**config.mk**
```make
export PLATFORM = sky130hd
export DESIGN_NAME = outer_bank_latch
export DESIGN_NICKNAME = d
export VERILOG_FILES = /design/src/rtl/obl_pkg.sv /design/src/rtl/obl_ctrl.sv /design/src/rtl/obl_datapath.sv /design/src/rtl/outer_bank_latch.sv
export SDC_FILE = /design/constraint.sdc
export NUM_CORES = 1
export LEC_CHECK = 0
export BUFFER_PORTS_ARGS = -buffer_cell sky130_fd_sc_hd__buf_2
export CAP_MARGIN = 10
export CORE_MARGIN = 2
export CORE_UTILIZATION = 29
export CTS_BUF_LIST = sky130_fd_sc_hd__clkbuf_8 sky130_fd_sc_hd__clkbuf_16
export DETAILED_ROUTE_END_ITERATION = 10
export GPL_TIMING_DRIVEN = 0
export PLACE_DENSITY = 0.85
export SYNTH_ARGS = -nofsm -noshare
export SYNTH_HDL_FRONTEND = slang
export SYNTH_SLANG_ARGS = --single-unit
```
**constraint.sdc**
```tcl
create_clock -name clk -period 1.05 [get_ports clk]
set_clock_uncertainty 0.15 [all_clocks]
set_input_delay 0.105 -clock clk [delete_from_list [all_inputs] [get_ports clk]]
set_output_delay 0.105 -clock clk [all_outputs]
set_load 0.03 [all_outputs]
```
**src/rtl/obl_pkg.sv**
```systemverilog
package obl_pkg;
  localparam int ADDR_W   = 16;
  localparam int DATA_W   = 8;
  localparam int LOW_W    = 17;
  localparam int BANK_W   = 3;
  localparam int ROM_W    = BANK_W + LOW_W;
  localparam int WIN_MSB  = ADDR_W - 1;
  localparam int WIN_LSB  = 13;
  localparam int WIN_W    = WIN_MSB - WIN_LSB + 1;
  localparam logic [WIN_W-1:0] WIN_MATCH = 3'b011;

  // bit positions inside the configuration byte
  localparam int B_CHAR_MODE  = 6;
  localparam int B_CHAR_UPPER = 5;
  localparam int B_CHAR_HALF  = 4;
  localparam int B_PROG_MODE  = 3;
  localparam int B_SHARED     = 2;
  localparam int B_PROG_SEL   = 1;
  localparam int B_PROG_HALF  = 0;

  typedef struct packed {
    logic hit;   // recognised write in the window
    logic load;  // capture data into the latch this edge
  } obl_strobe_t;
endpackage

```
**src/rtl/obl_ctrl.sv**
```systemverilog
module obl_ctrl
  import obl_pkg::*;
(
  input  logic              clk,
  input  logic              rst,
  input  logic [ADDR_W-1:0] cpuAddr,
  input  logic              cpuWrite,
  output obl_strobe_t       strobes,
  output logic              lockedQ
);
  logic winHit;

  always_comb begin
    winHit       = cpuWrite && (cpuAddr[WIN_MSB:WIN_LSB] == WIN_MATCH);
    strobes.hit  = winHit;
    strobes.load = winHit && !lockedQ;
  end

  always_ff @(posedge clk) begin
    if (rst)               lockedQ <= 1'b0;
    else if (strobes.load) lockedQ <= 1'b1;
  end
endmodule

```
**src/rtl/obl_datapath.sv**
```systemverilog
module obl_datapath
  import obl_pkg::*;
(
  input  logic              clk,
  input  logic              rst,
  input  obl_strobe_t       strobes,
  input  logic [DATA_W-1:0] cpuData,
  input  logic              innerProgA17,
  input  logic              innerCharA17,
  input  logic [LOW_W-1:0]  innerProgLow,
  input  logic [LOW_W-1:0]  innerCharLow,
  output logic [DATA_W-1:0] cfgQ,
  output logic [ROM_W-1:0]  progRomAddr,
  output logic [ROM_W-1:0]  charRomAddr
);
  logic [BANK_W-1:0] progBank;
  logic [BANK_W-1:0] charBank;

  always_ff @(posedge clk) begin
    if (rst)               cfgQ <= '0;
    else if (strobes.load) cfgQ <= cpuData;
  end

  always_comb begin
    progBank[2] = cfgQ[B_SHARED];
    progBank[1] = cfgQ[B_PROG_SEL];
    progBank[0] = cfgQ[B_PROG_MODE] ? cfgQ[B_PROG_HALF] : innerProgA17;
    charBank[2] = cfgQ[B_CHAR_UPPER];
    charBank[1] = cfgQ[B_SHARED];
    charBank[0] = cfgQ[B_CHAR_MODE] ? cfgQ[B_CHAR_HALF] : innerCharA17;
    progRomAddr = {progBank, innerProgLow};
    charRomAddr = {charBank, innerCharLow};
  end
endmodule

```
**src/rtl/outer_bank_latch.sv**
```systemverilog
module outer_bank_latch
  import obl_pkg::*;
(
  input  logic              clk,
  input  logic              rst,
  input  logic [ADDR_W-1:0] cpuAddr,
  input  logic [DATA_W-1:0] cpuData,
  input  logic              cpuWrite,
  input  logic              innerProgA17,
  input  logic              innerCharA17,
  input  logic [LOW_W-1:0]  innerProgLow,
  input  logic [LOW_W-1:0]  innerCharLow,
  output logic [ROM_W-1:0]  progRomAddr,
  output logic [ROM_W-1:0]  charRomAddr
);
  obl_strobe_t       strobes;
  logic              lockedQ;
  logic [DATA_W-1:0] cfgQ;

  obl_ctrl ctrl_i (
    .clk(clk), .rst(rst), .cpuAddr(cpuAddr), .cpuWrite(cpuWrite),
    .strobes(strobes), .lockedQ(lockedQ)
  );

  obl_datapath dp_i (
    .clk(clk), .rst(rst), .strobes(strobes), .cpuData(cpuData),
    .innerProgA17(innerProgA17), .innerCharA17(innerCharA17),
    .innerProgLow(innerProgLow), .innerCharLow(innerCharLow),
    .cfgQ(cfgQ), .progRomAddr(progRomAddr), .charRomAddr(charRomAddr)
  );
endmodule

```
==> results of run 1 <==
routing by layer:
metal | part of all wire (%) | routed length, microns
met4 | 0.89 | 14
met1 | 31 | 489
met5 | 0 | 0
met3 | 18 | 283
met2 | 50 | 788
state kept, by name, indices dropped and copies added, names as in the netlist:
| signal | cells |
|---|---|
| dp_i.cfgQ | 7 |
| ctrl_i.lockedQ | 1 |
metrics by stage:
stage / util [%] / setup WS (ns)
after CTS: 51.1 / -0.217
after floorplan: - / 0.0752
final: 51.6 / -0.213
after global placement: 44.6 / -0.0152
after global routing: 51.6 / -0.243
after detailed placement: 44.6 / -0.0478
power groups by stage:
stage          clock [mW]  combinational (mW)  sequential (mW)
2_1_floorplan           0               0.302            0.322
3_3_place_gp            0               0.396            0.322
3_5_place_dp            0               0.400            0.323
4_1_cts             0.382               0.429            0.320
5_1_grt             0.399               0.455            0.321
6_report            0.369               0.428            0.320
cell usage after synthesis:
cell and n:
sky130_fd_sc_hd__clkbuf_1 1, sky130_fd_sc_hd__dfxtp_1 8, sky130_fd_sc_hd__nand2b_1 14, sky130_fd_sc_hd__inv_1 1
sky130_fd_sc_hd__mux2i_1 7, sky130_fd_sc_hd__nand4b_4 1, sky130_fd_sc_hd__a21oi_1 1, sky130_fd_sc_hd__mux2_2 2
sky130_fd_sc_hd__nor2_8 1, sky130_fd_sc_hd__buf_4 38
worst max-delay path, delay by kind of cell, from the launching register on:
family | cells | cell delay [ns]
multiplexers | 1 | 0.31
buffers and inverters | 1 | 0.14
flip-flops | 1 | 0.34
cell usage in the layout (no fill, tap or decap):
cell	instances
sky130_fd_sc_hd__mux2i_2	1
sky130_fd_sc_hd__buf_4	36
sky130_fd_sc_hd__nor2_8	1
sky130_fd_sc_hd__mux2_4	2
sky130_fd_sc_hd__dlygate4sd3_1	5
sky130_fd_sc_hd__nand2b_1	14
sky130_fd_sc_hd__mux2i_1	6
sky130_fd_sc_hd__dfxtp_2	6
sky130_fd_sc_hd__clkbuf_8	3
sky130_fd_sc_hd__inv_1	1
sky130_fd_sc_hd__dfxtp_1	2
sky130_fd_sc_hd__buf_6	8
sky130_fd_sc_hd__clkbuf_1	1
sky130_fd_sc_hd__a21oi_1	1
sky130_fd_sc_hd__nand4b_4	1
sky130_fd_sc_hd__buf_2	48
what timing repair did:
action	in CTS	in global routing
endpoints found under the hold margin	5	0
setup endpoints to repair	6	6
pin swaps	0	1
gates resized for setup	21	2
setup buffers	1	1
hold buffers	5	0
how the worst min path moves through the flow:
stage | start | to | slack [ns] | cells after the start
after detailed placement | cpuData[1] | dp_i.cfgQ[1] | 0.23 | 3
after global routing | cpuData[4] | dp_i.cfgQ[4] | 0.04 | 3
after global placement | cpuData[2] | dp_i.cfgQ[2] | 0.22 | 3
after floorplan | cpuData[0] | dp_i.cfgQ[0] | 0.11 | 2
final | cpuData[4] | dp_i.cfgQ[4] | 0.002 | 3
after CTS | cpuData[4] | dp_i.cfgQ[4] | 0.004 | 3
layout make-up:
| cell class | count | area [sq um] | share of cell area (%) |
|---|---|---|---|
| plain buffers | 37 | 282 | 24.6 |
| clock buffers | 3 | 41.3 | 3.61 |
| inverters | 1 | 3.75 | 0.329 |
| multi-input cells | 26 | 240 | 21.0 |
| flip-flops and latches | 8 | 168 | 14.7 |
| well taps | 28 | 35.0 | 3.07 |
| repair buffers | 61 | 373 | 32.6 |
kinds of logic after synthesis:
group | share of synthesized area [%]
buffers and inverters | 42.9
and+or+nand+nor | 19.3
muxes | 13.6
DFF | 23.5
AOI/OAI and AO/OA | 0.733
==> flow_summary_export.csv, run 1 <==
group,metric,value,unit
floorplan,floorplan.core_area,2210,sq um
setup_path,start_kind,"register",
setup_path,worstSetupEndpoint,"charRomAddr[17]",
floorplan,die_boundary_width,52.5,microns
grt,antenna_found_initial,0,
sta,timing_worst_slew_pin_value,0.286,ns
clock_network,clk_root_buffer_cell,"sky130_fd_sc_hd__clkbuf_8",
place,placedCellCount,156,
grt,groute.layer.met3.usage,5.43,%
finish,fill_cells,209,
power,power_switching_share,31.6,%
logic_synthesis,number_of_library_cell_types_mapped_by_synthesis,10,
finish,post_route_cells_drive_above_1_share,77.9,%
finish,antenna-diode-count,0,
setup_path,timing.setup.critical_path_class,"reg -> out",
power,p_clk_share,33.0,%
outcome,failed_checks,"negative setup slack",
grt,grt_pass1_vias,515,
routing,detail_route.vias_per_cell,3.83,
run,maximum_capacitance_violations,0,
logic_synthesis,yosys_warnings,0,
power,power.switching,0.353,mW
clock_network,clock-sinks,8,
logic_synthesis,synth.top_cell.area_share,41.8,%
sta,final-max-slew-violation-count,0,
routing,detail_route.drc_violations,0,
floorplan,initial_utilization,30.8,%
sta,hold_ws,0.00160,ns
clock_network,clk_pin_slew_worst_paths,0.04,ns
setup_path,worst_setup_path_startpoint,"dp_i.cfgQ[6]",
routing,drt-wirelength-per-cell,9.62,microns
sta,fin_crit,1.26,ns
grt,grt_usage,11.3,%
clock_network,cts_tree,"built",
place,placement.io_buffers,54,
clock_network,worst_skew_pair.late_latency,0.22,ns
logic_synthesis,synth_nets,137,
logic_synthesis,post_synth.cell_area_avg,9.21,sq um
floorplan,design.die.area,2760,sq um
power,p_per_area,978,nW/um^2
power,p_total,1.12,mW
grt,global_route.peak_usage_layer,"met2",
setup_path,cp_data_arrival_time,1.01,ns
grt,grt_max_degree,11,
clock_network,cts_made_buffers,3,
floorplan,fp-row-count,17,
hold_path,min_path_type,"in -> reg",
routing,drt-pass1-iter-count,1,
setup_path,slowest_stage_cell_on_the_critical_path,"sky130_fd_sc_hd__dfxtp_2",
setup_path,rr_startpoint,"ctrl_i.lockedQ",
power,intPower,0.764,mW
place,dpl-instance-area,987,sq um
grt,grt.met1_usage,10.7,%
setup_path,slowest_delay,0.34,ns
power,p_leak,0.605,nW
setup_path,path_cells,"mux2_4, buf_6",
finish,post_layout_nonfiller_instances,164,
sta,finalSetupTns,-0.419,ns
floorplan,die_y,52.5,microns
floorplan,ios,103,
grt,overflow,0,
power,peakVddDrop,0.000615,V
setup_path,reg2regPathDepth,2,
routing,via_count,628,
clock_network,clock_tree.buffer_depth,2,
logic_synthesis,synth.largest_area_cell,"sky130_fd_sc_hd__buf_4",
finish,layout.nets,201,
setup_path,timing.critical_path.fanout_max,2,
finish,postLayoutCellArea,1140,sq um
logic_synthesis,synth.cell_area,682,sq um
power,pwr-share-seq,28.7,%
setup_path,cp-end-kind,"output pin",
routing,detail_route.wirelength,1.58,mm
finish,areaGrowthSynthToFinish,67.5,%
sta,max-slew-margin-rel,81.0,%
sta,hold_viol,0,
grt,grt_util_met2,19.6,%
logic_synthesis,synth.ff_latch_count,8,
sta,timing.final.ws_setup,-0.213,ns
logic_synthesis,synth-seq-area-share,23.5,%
clock_network,h-tree-depth,1,
setup_path,rr_endpoint,"dp_i.cfgQ[5]",
logic_synthesis,synthCells,74,
sta,setup_viol_count_final,2,
routing,detail_route.iter0.violations,0,
outcome,outcome,"complete, but fails checks",
sta,rsz0062_at_grt,"yes",
setup_path,cp.required,0.79,ns
place,gp_congestion,0.724,
routing,antenna_left,0,
power,power.share.combinational,38.3,%
sta,portion_of_the_clock_cycle_consumed_by_the_worst_path_in_the_final_layout,120,%
setup_path,rrSetupSlack,0.07,ns
sta,fmax,792,MHz
grt,grt_first_pass_wirelength,2.15,mm
logic_synthesis,largest_cells_by_area_after_synthesis,"sky130_fd_sc_hd__buf_4, sky130_fd_sc_hd__dfxtp_1, sky130_fd_sc_hd__nand2b_1",
Note: power is estimated with default switching activity, not from simulation.
==> inputs of run 2 (changes only) <==
==> constraint.sdc (replaced) <==
create_clock -name clk -period 1.05 [get_ports clk]
set_clock_uncertainty 0.15 [all_clocks]
set_input_delay 0.0525 -clock clk [delete_from_list [all_inputs] [get_ports clk]]
set_output_delay 0.0525 -clock clk [all_outputs]
set_load 0.03 [all_outputs]
==> flow_summary_export.csv, run 2 (synthesis results as in run 1) <==
group,metric,value,unit
routing,antenna_left,0,
floorplan,floorplan.core_area,2210,sq um
sta,finalSetupTns,-0.314,ns
power,p_leak,0.618,nW
clock_network,clk_root_buffer_cell,"sky130_fd_sc_hd__clkbuf_8",
finish,areaGrowthSynthToFinish,69.4,%
floorplan,die_boundary_width,52.5,microns
grt,grt_max_degree,11,
clock_network,clock_tree.buffer_depth,2,
floorplan,die_y,52.5,microns
sta,final-max-slew-violation-count,0,
finish,total_area_of_sequential_cells,164,sq um
routing,via_count,638,
place,placement.io_buffers,54,
sta,fmax,825,MHz
setup_path,cp_data_arrival_time,1.01,ns
power,peakVddDrop,0.000615,V
grt,grt.met1_usage,10.3,%
grt,antenna_found_initial,0,
grt,groute.layer.met3.usage,5.14,%
sta,max-slew-margin-rel,80.9,%
clock_network,cts_made_buffers,3,
sta,hold_viol,0,
floorplan,ios,103,
hold_path,min_path_type,"in -> reg",
outcome,outcome,"complete, but fails checks",
finish,layout.nets,205,
power,p_per_area,970,nW/um^2
finish,finalCoreUtilization,52.2,%
setup_path,cp-end-kind,"output pin",
finish,fill_cells,214,
run,maximum_capacitance_violations,0,
sta,setup_viol_count_final,2,
place,gp_congestion,0.724,
setup_path,start_kind,"register",
sta,fin_crit,1.21,ns
grt,overflow,0,
routing,drt-pass1-iter-count,2,
routing,detail_route.wirelength,1.55,mm
grt,grt_usage,10.7,%
finish,most_used_cells_in_the_layout_excluding_fill_and_tap_cells,"sky130_fd_sc_hd__buf_2, sky130_fd_sc_hd__buf_4, sky130_fd_sc_hd__nand2b_1, sky130_fd_sc_hd__mux2i_1, sky130_fd_sc_hd__dlygate4sd3_1",
outcome,failed_checks,"negative setup slack",
grt,grt_util_met2,18.3,%
floorplan,initial_utilization,30.8,%
finish,mostFrequentLayoutCell,"sky130_fd_sc_hd__buf_2",
finish,reg_top3,"dp_i.cfgQ x7, ctrl_i.lockedQ x1",
routing,drt-wirelength-per-cell,9.24,microns
finish,largest_reg_flops,7,
routing,detail_route.iter0.violations,1,
setup_path,timing.setup.critical_path_class,"reg -> out",
sta,timing_worst_slew_pin_value,0.287,ns
floorplan,design.die.area,2760,sq um
clock_network,clock-sinks,8,
clock_network,cts_tree,"built",
clock_network,worst_skew_pair.late_latency,0.23,ns
finish,post_route_cells_drive_above_1_share,74.3,%
sta,timing.final.ws_setup,-0.162,ns
grt,grt_pass1_vias,502,
finish,multi_input_area,236,sq um
sta,portion_of_the_clock_cycle_consumed_by_the_worst_path_in_the_final_layout,115,%
grt,grt_first_pass_wirelength,2.04,mm
routing,detail_route.vias_per_cell,3.80,
setup_path,cp.required,0.85,ns
floorplan,fp-row-count,17,
setup_path,timing.critical_path.fanout_max,2,
grt,global_route.peak_usage_layer,"met2",
clock_network,h-tree-depth,1,
clock_network,clk_pin_slew_worst_paths,0.04,ns
finish,antenna-diode-count,0,
routing,detail_route.drc_violations,0,
finish,largest_register,"dp_i.cfgQ",
sta,rsz0062_at_grt,"yes",
-- run 2: worst max-delay path, stage by stage (launching register included) --
cell and delay (ns):
sky130_fd_sc_hd__dfxtp_2 0.34, sky130_fd_sc_hd__mux2_4 0.31, sky130_fd_sc_hd__buf_6 0.14
-- run 2: stage by stage --
step	hold slack [ns]	power, mW	instance area (sq um)	setup WS [ns]	instances
global route	0.0162	1.17	1150	-0.190	168
global placement	0.166	0.718	987	0.0373	156
floorplan	0.0572	0.624	682	0.128	74
finish	0.00930	1.12	1150	-0.162	168
detailed placement	0.182	0.723	987	0.00472	156
CTS	0.0127	1.13	1140	-0.164	167
-- run 2: layout make-up --
class	instances	area share, %
Tap cell	28	3.03
Inverter	1	0.325
Sequential cell	8	14.2
Timing Repair Buffer	63	33.4
Buffer	39	25.0
Clock buffer	3	3.58
Multi-Input combinational cell	26	20.5
-- run 2: path summary, 6_finish.rpt --
kind                  startpoint         endpoint  slack (ns)  cells past startpoint
setup reg to reg  ctrl_i.lockedQ     dp_i.cfgQ[5]        0.05                      2
setup / recovery    dp_i.cfgQ[6]  charRomAddr[17]       -0.16                      2
hold reg to reg     dp_i.cfgQ[2]     dp_i.cfgQ[2]        0.34                      2
hold / removal               rst     dp_i.cfgQ[2]       0.009                      3
-- run 2: what timing repair did --
item                                   4_1_cts  5_1_grt
resized for setup                           12        3
pin swaps                                    0        1
setup endpoints to repair                    6        6
endpoints found under the hold margin        7        0
hold buffers                                 7        0
buffers inserted                             1        1
-- run 2: where the power goes --
part           total, mW  internal [mW]  leakage, nW  switching, mW
sequential         0.319          0.313       0.0662        0.00605
clock              0.368          0.248       0.0216          0.119
combinational      0.433          0.206        0.530          0.227
total               1.12          0.768        0.618          0.353
-- run 2: metal layers --
layer  share of wire [%]  vias up
met5                   0        -
met3                  19        2
met2                  49       58
met4                0.90        0
li1                    -      327
met1                  31      251
